### src/rtl/pm_pkg.sv
package pm_pkg;
    typedef enum logic [1:0] {
        ST_IDLE,
        ST_FIRST,
        ST_INPAGE,
        ST_RESP
    } pm_state_e;
endpackage

### src/rtl/pm_page_track.sv
module pm_page_track #(
    parameter int ADDR_W  = 24,
    parameter int CS_W    = 2,
    parameter int SEL_W   = 2,
    parameter int CNT_W   = 6,
    parameter int MIN_OFF = 2
) (
    input  logic              clk,
    input  logic              rst_n,
    input  logic [SEL_W-1:0]  cfg_sel,
    input  logic [CNT_W-1:0]  cfg_long,
    input  logic [CNT_W-1:0]  cfg_short,
    input  logic              other_txn,
    input  logic              open_en,
    input  logic [ADDR_W-1:0] addr,
    input  logic [CS_W-1:0]   cs,
    output logic              hit
);
    localparam int CFG_W = SEL_W + 2 * CNT_W;

    logic [CFG_W-1:0]  cfg_now;
    logic [CFG_W-1:0]  cfg_q;
    logic              cfg_chg;
    logic              page_vld;
    logic [CS_W-1:0]   page_cs;
    logic [ADDR_W-1:0] page_addr;
    logic [ADDR_W-1:0] upper_mask;

    assign cfg_now    = {cfg_sel, cfg_long, cfg_short};
    assign cfg_chg    = (cfg_now != cfg_q);
    assign upper_mask = {ADDR_W{1'b1}} << (MIN_OFF + int'(cfg_sel));

    // A hit needs an open page, the same chip and the same upper address bits.
    assign hit = page_vld && !cfg_chg && !other_txn && (cs == page_cs)
                 && ((addr & upper_mask) == (page_addr & upper_mask));

    always_ff @(posedge clk or negedge rst_n) begin
        if (!rst_n) begin
            cfg_q     <= '0;
            page_vld  <= 1'b0;
            page_cs   <= '0;
            page_addr <= '0;
        end else begin
            cfg_q <= cfg_now;
            if (open_en) begin
                page_vld  <= 1'b1;
                page_cs   <= cs;
                page_addr <= addr;
            end else if (cfg_chg || other_txn) begin
                page_vld <= 1'b0;
            end
        end
    end
endmodule

### src/rtl/pm_strobe_timer.sv
module pm_strobe_timer #(
    parameter int CNT_W = 6
) (
    input  logic             clk,
    input  logic             rst_n,
    input  logic             load,
    input  logic [CNT_W-1:0] len,
    input  logic             run,
    output logic             last
);
    logic [CNT_W-1:0] cnt;
    logic [CNT_W-1:0] len_eff;

    // A programmed length of zero still gives one strobe cycle.
    assign len_eff = (len == '0) ? CNT_W'(1) : len;
    assign last    = (cnt <= CNT_W'(1));

    always_ff @(posedge clk or negedge rst_n) begin
        if (!rst_n) begin
            cnt <= '0;
        end else if (load) begin
            cnt <= len_eff;
        end else if (run && !last) begin
            cnt <= cnt - CNT_W'(1);
        end
    end
endmodule

### src/rtl/pm_read_seq.sv
module pm_read_seq #(
    parameter int ADDR_W = 24,
    parameter int DATA_W = 32,
    parameter int NUM_CS = 4,
    parameter int CNT_W  = 6,
    localparam int CS_W  = (NUM_CS > 1) ? $clog2(NUM_CS) : 1,
    localparam int BE_W  = DATA_W / 8
) (
    input  logic              clk,
    input  logic              rst_n,
    input  logic [1:0]        cfg_page_sel,
    input  logic [CNT_W-1:0]  cfg_long_len,
    input  logic [CNT_W-1:0]  cfg_short_len,
    input  logic              ext_other_txn,
    input  logic              req_valid,
    output logic              req_ready,
    input  logic [ADDR_W-1:0] req_addr,
    input  logic [CS_W-1:0]   req_cs,
    input  logic [BE_W-1:0]   req_be,
    output logic [NUM_CS-1:0] mem_cs_n,
    output logic              mem_rd_n,
    output logic [ADDR_W-1:0] mem_addr,
    output logic [BE_W-1:0]   mem_be_n,
    input  logic              mem_wait,
    input  logic [DATA_W-1:0] mem_rdata,
    output logic              rsp_valid,
    output logic [DATA_W-1:0] rsp_data
);
    import pm_pkg::*;

    pm_state_e         state, state_nx;
    logic              accept;
    logic              hit;
    logic              strobe;
    logic              last;
    logic [CNT_W-1:0]  sel_len;
    logic [ADDR_W-1:0] addr_q;
    logic [CS_W-1:0]   cs_q;
    logic [BE_W-1:0]   be_q;
    logic [DATA_W-1:0] data_q;
    logic              unused_wait;

    // Page mode excludes wait stretching: the wait input is dropped.
    assign unused_wait = mem_wait;

    assign accept  = req_valid && (state == ST_IDLE);
    assign sel_len = hit ? cfg_short_len : cfg_long_len;

    pm_page_track #(
        .ADDR_W (ADDR_W),
        .CS_W   (CS_W),
        .SEL_W  (2),
        .CNT_W  (CNT_W),
        .MIN_OFF(2)
    ) u_track (
        .clk      (clk),
        .rst_n    (rst_n),
        .cfg_sel  (cfg_page_sel),
        .cfg_long (cfg_long_len),
        .cfg_short(cfg_short_len),
        .other_txn(ext_other_txn),
        .open_en  (accept),
        .addr     (req_addr),
        .cs       (req_cs),
        .hit      (hit)
    );

    pm_strobe_timer #(
        .CNT_W(CNT_W)
    ) u_timer (
        .clk  (clk),
        .rst_n(rst_n),
        .load (accept),
        .len  (sel_len),
        .run  (strobe),
        .last (last)
    );

    // State register
    always_ff @(posedge clk or negedge rst_n) begin
        if (!rst_n) begin
            state <= ST_IDLE;
        end else begin
            state <= state_nx;
        end
    end

    // Next-state logic
    always_comb begin
        state_nx = state;
        unique case (state)
            ST_IDLE:   if (req_valid) state_nx = hit ? ST_INPAGE : ST_FIRST;
            ST_FIRST:  if (last) state_nx = ST_RESP;
            ST_INPAGE: if (last) state_nx = ST_RESP;
            ST_RESP:   state_nx = ST_IDLE;
            default:   state_nx = ST_IDLE;
        endcase
    end

    // Request capture and read data capture
    always_ff @(posedge clk or negedge rst_n) begin
        if (!rst_n) begin
            addr_q <= '0;
            cs_q   <= '0;
            be_q   <= '0;
            data_q <= '0;
        end else begin
            if (accept) begin
                addr_q <= req_addr;
                cs_q   <= req_cs;
                be_q   <= req_be;
            end
            if (strobe && last) begin
                data_q <= mem_rdata;
            end
        end
    end

    // Outputs
    always_comb begin
        strobe    = 1'b0;
        req_ready = 1'b0;
        rsp_valid = 1'b0;
        unique case (state)
            ST_IDLE:   req_ready = 1'b1;
            ST_FIRST:  strobe    = 1'b1;
            ST_INPAGE: strobe    = 1'b1;
            ST_RESP:   rsp_valid = 1'b1;
            default:   strobe    = 1'b0;
        endcase
        mem_rd_n = !strobe;
        mem_cs_n = '1;
        mem_be_n = '1;
        if (strobe) begin
            mem_cs_n[cs_q] = 1'b0;
            mem_be_n       = ~be_q;
        end
    end

    assign mem_addr = addr_q;
    assign rsp_data = data_q;
endmodule

### config.mk
export PLATFORM = sky130hd
export DESIGN_NAME = pm_read_seq
export DESIGN_NICKNAME = d
export VERILOG_FILES = /design/src/rtl/pm_pkg.sv /design/src/rtl/pm_page_track.sv /design/src/rtl/pm_strobe_timer.sv /design/src/rtl/pm_read_seq.sv
export SDC_FILE = /design/constraint.sdc
export NUM_CORES = 1
export LEC_CHECK = 0
export ABC_AREA = 1
export BUFFER_PORTS_ARGS = -buffer_cell sky130_fd_sc_hd__buf_2
export CAP_MARGIN = 30
export CORE_MARGIN = 4
export CORE_UTILIZATION = 50
export CTS_CLUSTER_DIAMETER = 50
export DETAILED_ROUTE_END_ITERATION = 10
export PLACE_DENSITY_LB_ADDON = 0.3
export SLEW_MARGIN = 20
export SYNTH_ARGS = -nofsm -noshare
export SYNTH_HDL_FRONTEND = slang
export SYNTH_SLANG_ARGS = --single-unit
### constraint.sdc
create_clock -name clk -period 2.21 [get_ports clk]
set_input_delay 0.221 -clock clk [delete_from_list [all_inputs] [get_ports clk]]
set_output_delay 0.221 -clock clk [all_outputs]
set_load 0.05 [all_outputs]
==> results.sh, run 1 <==
export IMPL_die_w_um=99.89
export IMPL_yosys_area_share_simple_pct=24.24
export IMPL_synthAdderAreaFrac_pct=1.186
export IMPL_grt_use_met1_pct=25.44
export IMPL_cts_root_buffer="clkbuf_8"
export IMPL_cts_tree="yes"
export IMPL_yosysWarnings=0
export IMPL_antenna_found_initial=0
export IMPL_yosysSeqAreaShare_pct=50.39
export IMPL_hold_end="u_track.cfg_q[2]"
export IMPL_fin_setup_tns_ns=0
export IMPL_worstHoldStart="cfg_short_len[2]"
export IMPL_holdWs_ns=0.03072
export IMPL_grt_pass1_wl_um=17100
export IMPL_drc=0
export IMPL_globalRouteMet2Util_pct=35.04
export IMPL_worstHoldPathCells=1
export IMPL_synth_xor_area_share_pct=3.320
export IMPL_synthMuxAreaShare_pct=8.536
export IMPL_final_hold_viol_count=0
export IMPL_synth_largest_area_cell="dfrtp_1"
export IMPL_via_per_inst=4.714
export IMPL_worstMarginPinSlew_ns=0.5983
export IMPL_top_usage_layer="met2"
export IMPL_swShare_pct=53.08
export IMPL_comb_power_share_pct=56.5
export IMPL_grt_usage_pct=21.22
export IMPL_clockBufferDepth=2
export IMPL_cp_max_fo=9
export IMPL_synthCells=518
export IMPL_p_switching_mw=4.630
export IMPL_clk_pin_slew_ns=0.09
export IMPL_avgRoutedWirePerCell_um=12.78
export IMPL_synth_seq_cells=85
export IMPL_synth_compound_area_share_pct=4.060
export IMPL_netlist_area_leader_share_pct=50.39
export IMPL_num_antenna_cells=0
export IMPL_firstDrtPassIters=4
export IMPL_synth_cell_types=25
export IMPL_avgSynthCellArea_um2=8.150
export IMPL_use_met3_pct=9.243
export IMPL_cts_sinks=85
export IMPL_r2r_setup_slack_ns=0.35
export IMPL_rows=33
export IMPL_reg2reg_to="rsp_data[10]"
export IMPL_outcome="complete, no violations"
export IMPL_cp_arrival_ns=2.16
export IMPL_grt_overflow=0
export IMPL_cell_internal_pwr_mw=4.092
export IMPL_port_buffers=146
export IMPL_die_h_um=99.89
export IMPL_die_area_mm2=0.009977
export IMPL_timing_fmax_mhz=531.7
export IMPL_clk_latency_ns=0.34
export IMPL_first_global_vias=3755
export IMPL_finalCritPeriodShare_pct=85.10
export IMPL_irDropWorstVdd_mv=1.179
export IMPL_fin_nets=761
export IMPL_rsz0062_at_grt="no"
export IMPL_period_minus_slack_ns=1.881
export IMPL_drt_wl_total_um=10050
export IMPL_reg2reg_from="u_timer.cnt[0]"
export IMPL_ys_top_cells_by_area="dfrtp_1, nand2_1, mux2_2, inv_1, o21ai_0"
export IMPL_drive_gt1_share_pct=30.69
export IMPL_crit_path_start_kind="input port"
export IMPL_num_io_pins=148
export IMPL_hold_class="input port to flop"
export IMPL_fillers=712
export IMPL_area_growth_syn_to_layout_pct=27.12
export IMPL_maxSlewHeadroom_pct=60.11
export IMPL_synth_top_family_by_area="simple AND/OR/NAND/NOR gates"
export IMPL_htree_num_levels=3
export IMPL_pre_cts_slack_ns=0.3595
export IMPL_postRouteAntennaNets=0
export IMPL_grt_max_degree=46
export IMPL_fin_ws_ns=0.3294
export IMPL_p_leak_nw=3.021
export IMPL_hpwl_um=7924
export IMPL_synth_area_mm2=0.004222
export IMPL_coreArea_mm2=0.008217
export IMPL_gp_congestion=0.9698
export IMPL_start_util_pct=51.38
export IMPL_synthesis_nets=603
export IMPL_drv_slew=0
export IMPL_numCtsBuffers=9
export IMPL_end_kind="flop"
export IMPL_worstSetupPathType="input port to flop"
export IMPL_pwr_share_seq_pct=30.5
export IMPL_powerDensity_mw_per_mm2=1625
export IMPL_maxCapViolations=0
export IMPL_setup_viol=0
export IMPL_skew_ns=0.01150
export IMPL_drt_iter0_markers=125
export IMPL_power_share_clock_pct=13.0
export IMPL_crit_required_ns=2.49
export IMPL_r2r_cells=7
export IMPL_via_count=3705
==> per-stage QoR <==
stage	instance area, um^2	power, mW	instances	util [%]
after floorplan	4222	6.388	518	-
after global placement	5099	7.490	764	62.05
after detailed placement	5099	7.642	764	62.05
after CTS	5346	8.804	784	65.07
after global routing	5366	9.320	786	65.31
final	5366	8.722	786	65.31
==> synth_stat cells (all sizes together) <==
master and count:
nand2 203, dfrtp 85, inv 79, mux2 32, nor2 31, o21ai 25
nand3 19, xnor2 13, clkbuf 8, a21oi 5, ha 4, buf 3
xor2 3, clkinv 2, a21boi 1, nand4 1, nor3 1, nor4 1
o21bai 1, o22ai 1
==> placed cells by master (no fill, tap or decap) <==
cell type and instances:
buf_12 1, nand2_1 203, ha_1 4, nor2_2 2
nand3_1 18, mux2_2 32, xnor2_1 13, buf_4 6
dlygate4sd3_1 6, nand4_1 1, buf_2 145, o21ai_1 1
o21bai_1 1, clkbuf_8 9, o21ai_0 24, dfrtp_1 85
nor2_4 2, nand3_4 1, o22ai_1 1, bufinv_16 1
xor2_1 3, nor3_1 1, clkinv_1 2, inv_8 2
a21oi_1 5, nor2_1 27, clkinv_4 3, inv_2 4
a21boi_1 1, nor4_1 1, clkinv_2 1, inv_1 75
==> layout make-up <==
cell class	instances	area, um^2	share of cell area (%)
Multi-Input combinational cell	341	1745	32.52
Clock buffer	9	123.9	2.308
Clock inverter	7	83.83	1.562
Sequential cell	85	2127	39.64
Tap cell	105	131.4	2.448
Inverter	81	304.0	5.666
Timing Repair Buffer	158	850.8	15.85
==> routing by layer <==
metal  wire, um  up-vias
li1           -     1889
met1       4113     1690
met2       4763      112
met3        985       14
met4        184        0
met5          0        -
==> worst max path at each step <==
stage	cells past startpoint	slack [ns]	start	endpoint
6_report	15	0.33	cfg_short_len[4]	u_timer.cnt[0]
5_1_grt	15	0.13	cfg_short_len[4]	u_timer.cnt[0]
4_1_cts	5	0.31	state[0]	mem_cs_n[0]
3_5_place_dp	7	0.36	u_timer.cnt[0]	rsp_data[10]
3_3_place_gp	7	0.43	u_timer.cnt[0]	rsp_data[13]
2_1_floorplan	14	0.41	u_track.page_addr[5]	u_timer.cnt[0]
==> state kept, by name (all words and copies together) (netlist names) <==
signal             count
u_track.page_cs        2
u_track.page_addr     24
state                  2
u_track.page_vld       1
be_q                   4
u_track.cfg_q         14
u_timer.cnt            6
rsp_data              32
==> timing repair <==
action	CTS	global route
setup buffers	0	0
hold endpoints to repair	47	2
hold buffers	4	2
resized for setup	0	0
==> power by group through the flow <==
stage                     combinational [mW]  sequential [mW]  clock [mW]
after global placement                  4.85             2.64           0
after detailed placement                4.97             2.68           0
final                                   4.93             2.66        1.13
after CTS                               4.98             2.66        1.16
after floorplan                         1.97             4.42           0
after global routing                    5.32             2.76        1.24
==> kinds of logic after synthesis <==
| group | count (synthesis) |
|---|---|
| and+or+nand+nor | 256 |
| DFF | 85 |
| xor gates and xnor gates | 16 |
| adders and majority gates | 4 |
| AOI/OAI and AO/OA | 33 |
| buffers and inverters | 92 |
| muxes | 32 |
==> worst max-delay path: stages <==
cell and delay [ns]:
dlygate4sd3_1 0.53, buf_2 0.13, inv_1 0.07, nand2_1 0.05
nand2_1 0.05, nand2_1 0.07, nor2_1 0.15, nand2_1 0.08
nor2_2 0.15, nand3_4 0.14, o21ai_1 0.18, nand2_1 0.07
o21bai_1 0.14, nand2_1 0.07, nand2_1 0.06
(Power assumes the default switching activity.)
==> inputs of run 2 (changes only) <==
REMOVE_ABC_BUFFERS = 1   (was not set)
==> run 2 against run 1 <==
Against the previous run:
- register-to-register slack worse by 0.02 ns
- critical path depth is 1 higher
- flip-flop and latch count stayed put
- utilization is 0.11 points higher
- clock skew is 0.0028 ns lower
- global-route usage is 0.42 points higher
- sequential power hardly changed
- cell area is 0.16% higher
- worst setup slack worse by 0.048 ns
- final cell count is 0.25% lower
- via count is 1.4% higher
- hold slack worse by 0.020 ns
==> results.sh, run 2 (synthesis gave the netlist of run 1 again) <==
export IMPL_drc=0
export IMPL_firstDrtPassIters=4
export IMPL_p_leak_nw=3.025
export IMPL_grt_usage_pct=21.63
export IMPL_worst_path_buf_inv=4
export IMPL_slowest_stage="dlygate4sd3_1"
export IMPL_cp_depth=16
export IMPL_end_kind="flop"
export IMPL_avgRoutedWirePerCell_um=13.01
export IMPL_ctsResizeCount=0
export IMPL_worstSetupPathType="input port to flop"
export IMPL_fin_ws_ns=0.2813
export IMPL_cts_root_buffer="clkbuf_8"
export IMPL_grt_max_degree=40
export IMPL_antenna_found_initial=0
export IMPL_fin_setup_tns_ns=0
export IMPL_via_count=3757
export IMPL_crit_path_start_kind="input port"
export IMPL_path_common_cell="nand2_1"
export IMPL_outcome="complete, no violations"
export IMPL_path_delay_family="simple AND/OR/NAND/NOR gates"
export IMPL_htree_num_levels=3
export IMPL_setup_viol=0
export IMPL_grt_pass1_wl_um=17370
export IMPL_r2r_setup_slack_ns=0.33
export IMPL_hold_class="input port to flop"
export IMPL_powerDensity_mw_per_mm2=1651
export IMPL_p_switching_mw=4.577
export IMPL_skew_ns=0.008739
export IMPL_crit_required_ns=2.49
export IMPL_maxSlewHeadroom_pct=73.65
export IMPL_slowest_delay_ns=0.54
export IMPL_coreArea_mm2=0.008217
export IMPL_maxCapViolations=0
export IMPL_start_util_pct=51.38
export IMPL_grt_overflow=0
export IMPL_timing_fmax_mhz=518.5
export IMPL_via_per_inst=4.792
export IMPL_final_hold_viol_count=0
export IMPL_die_h_um=99.89
export IMPL_drt_wl_total_um=10200
export IMPL_hpwl_um=7979
export IMPL_cp_startpoint="cfg_short_len[1]"
export IMPL_rows=33
export IMPL_die_area_mm2=0.009977
export IMPL_cts_tree="yes"
export IMPL_post_route_util_pct=65.42
export IMPL_cell_internal_pwr_mw=4.296
export IMPL_port_buffers=146
export IMPL_pre_cts_slack_ns=0.3567
export IMPL_area_growth_syn_to_layout_pct=27.33
export IMPL_cp_cell_sequence="dlygate4sd3_1 > buf_2 > inv_1 > nand2_1 > nand2_1 > inv_1 > nand2_1 > nor2_1 > nand2_1 > nor2_2 > nand3_4 > o21ai_1 > nand2_1 > o21bai_1 > nand2_1 > nand2_1"
export IMPL_endpoint="u_timer.cnt[0]"
export IMPL_reg2reg_to="u_timer.cnt[2]"
export IMPL_clockBufferDepth=2
export IMPL_num_io_pins=148
export IMPL_comb_power_share_pct=55.4
export IMPL_cp_max_fo=9
export IMPL_reg2reg_from="u_timer.cnt[0]"
export IMPL_clk_latency_ns=0.34
export IMPL_cp_arrival_ns=2.21
export IMPL_layout_common_cells="nand2_1, buf_2, dfrtp_1"
export IMPL_worstMarginPinSlew_ns=0.3952
export IMPL_clk_pin_slew_ns=0.08
export IMPL_largest_register_ffs=32
export IMPL_drt_iter0_markers=128
export IMPL_drv_slew=0
export IMPL_irDropWorstVdd_mv=1.170
export IMPL_rsz0062_at_grt="no"
export IMPL_period_minus_slack_ns=1.929
export IMPL_r2r_cells=11
export IMPL_numCtsBuffers=9
export IMPL_pwr_share_seq_pct=30.0
export IMPL_first_global_vias=3895
export IMPL_fin_nets=759
export IMPL_cts_sinks=85
export IMPL_finalPower_mw=8.873
export IMPL_die_w_um=99.89
export IMPL_mostFrequentLayoutCell="nand2_1"
export IMPL_postRouteAntennaNets=0
export IMPL_drive_gt1_share_pct=30.83
export IMPL_swShare_pct=51.58
export IMPL_finalCritPeriodShare_pct=87.27
export IMPL_gp_congestion=0.8640
export IMPL_power_share_clock_pct=14.5
-- run 2: cell types whose count changed in the layout (fill, tap and decap cells not counted) --
cell,before,now
dlygate4sd3_1,6,3
bufinv_16,1,3
inv_8,2,0
buf_4,6,7
clkinv_4,3,2
diode_2,0,1
-- run 2: power groups by stage --
stage          Sequential, mW  Clock [mW]  Combinational [mW]
2_1_floorplan            4.42           0                1.94
3_3_place_gp             2.63           0                4.84
3_5_place_dp             2.68           0                4.96
4_1_cts                  2.66        1.32                4.97
5_1_grt                  2.77        1.39                5.29
6_report                 2.66        1.29                4.92
-- run 2: what timing repair did --
action | in CTS | in global routing
buffers inserted | 0 | 0
endpoints found under the hold margin | 24 | 0
hold buffers | 3 | 0
setup endpoints to repair | 0 | 0
-- run 2: metal layers --
metal  vias to the layer above  part of all wire (%)  track usage (%)
met5                         -                     0                0
met4                         0                   2.6            9.244
met3                        20                   8.6            6.324
met2                       123                    49            36.79
met1                      1728                    40            25.50
li1                       1886                     -                -
-- run 2: worst min-delay path by stage --
stage,depth (start not counted),end,from,slack (ns)
final,1,u_track.cfg_q[3],cfg_short_len[3],0.01
after global routing,1,u_track.cfg_q[11],cfg_long_len[5],0.0004
after CTS,1,u_track.cfg_q[3],cfg_short_len[3],0.0004
after detailed placement,1,u_track.page_addr[8],rst_n,0.15
after global placement,1,u_track.page_addr[8],rst_n,0.14
after floorplan,0,be_q[0],rst_n,-0.07
-- run 2: final cells by class --
type / count / area (um^2)
Tap cell: 105 / 131.4
Inverter: 81 / 304.0
Sequential cell: 85 / 2127
Antenna cell: 1 / 2.502
Clock buffer: 9 / 123.9
Fill cell: 704 / 2841
Clock inverter: 6 / 112.6
Timing Repair Buffer: 156 / 828.3
Multi-Input combinational cell: 341 / 1745
-- run 2: per-stage QoR --
step	instance area [um^2]	cells	hold slack (ns)
2_1_floorplan	4177	507	-0.07459
3_3_place_gp	5106	765	0.1433
3_5_place_dp	5106	765	0.1495
4_1_cts	5373	783	0.0004035
5_1_grt	5373	783	0.0003632
6_report	5375	784	0.01116
-- run 2: worst reg2reg max path: cells and delay by family, from the launching register on --
family                   cells  cell delay [ns]
AND/OR/NAND/NOR              6             0.74
flip-flops                   1             0.41
buffers and inverters        3             0.30
adder cells (fa/ha/maj)      1             0.21
AO/OA/AOI/OAI                1             0.09
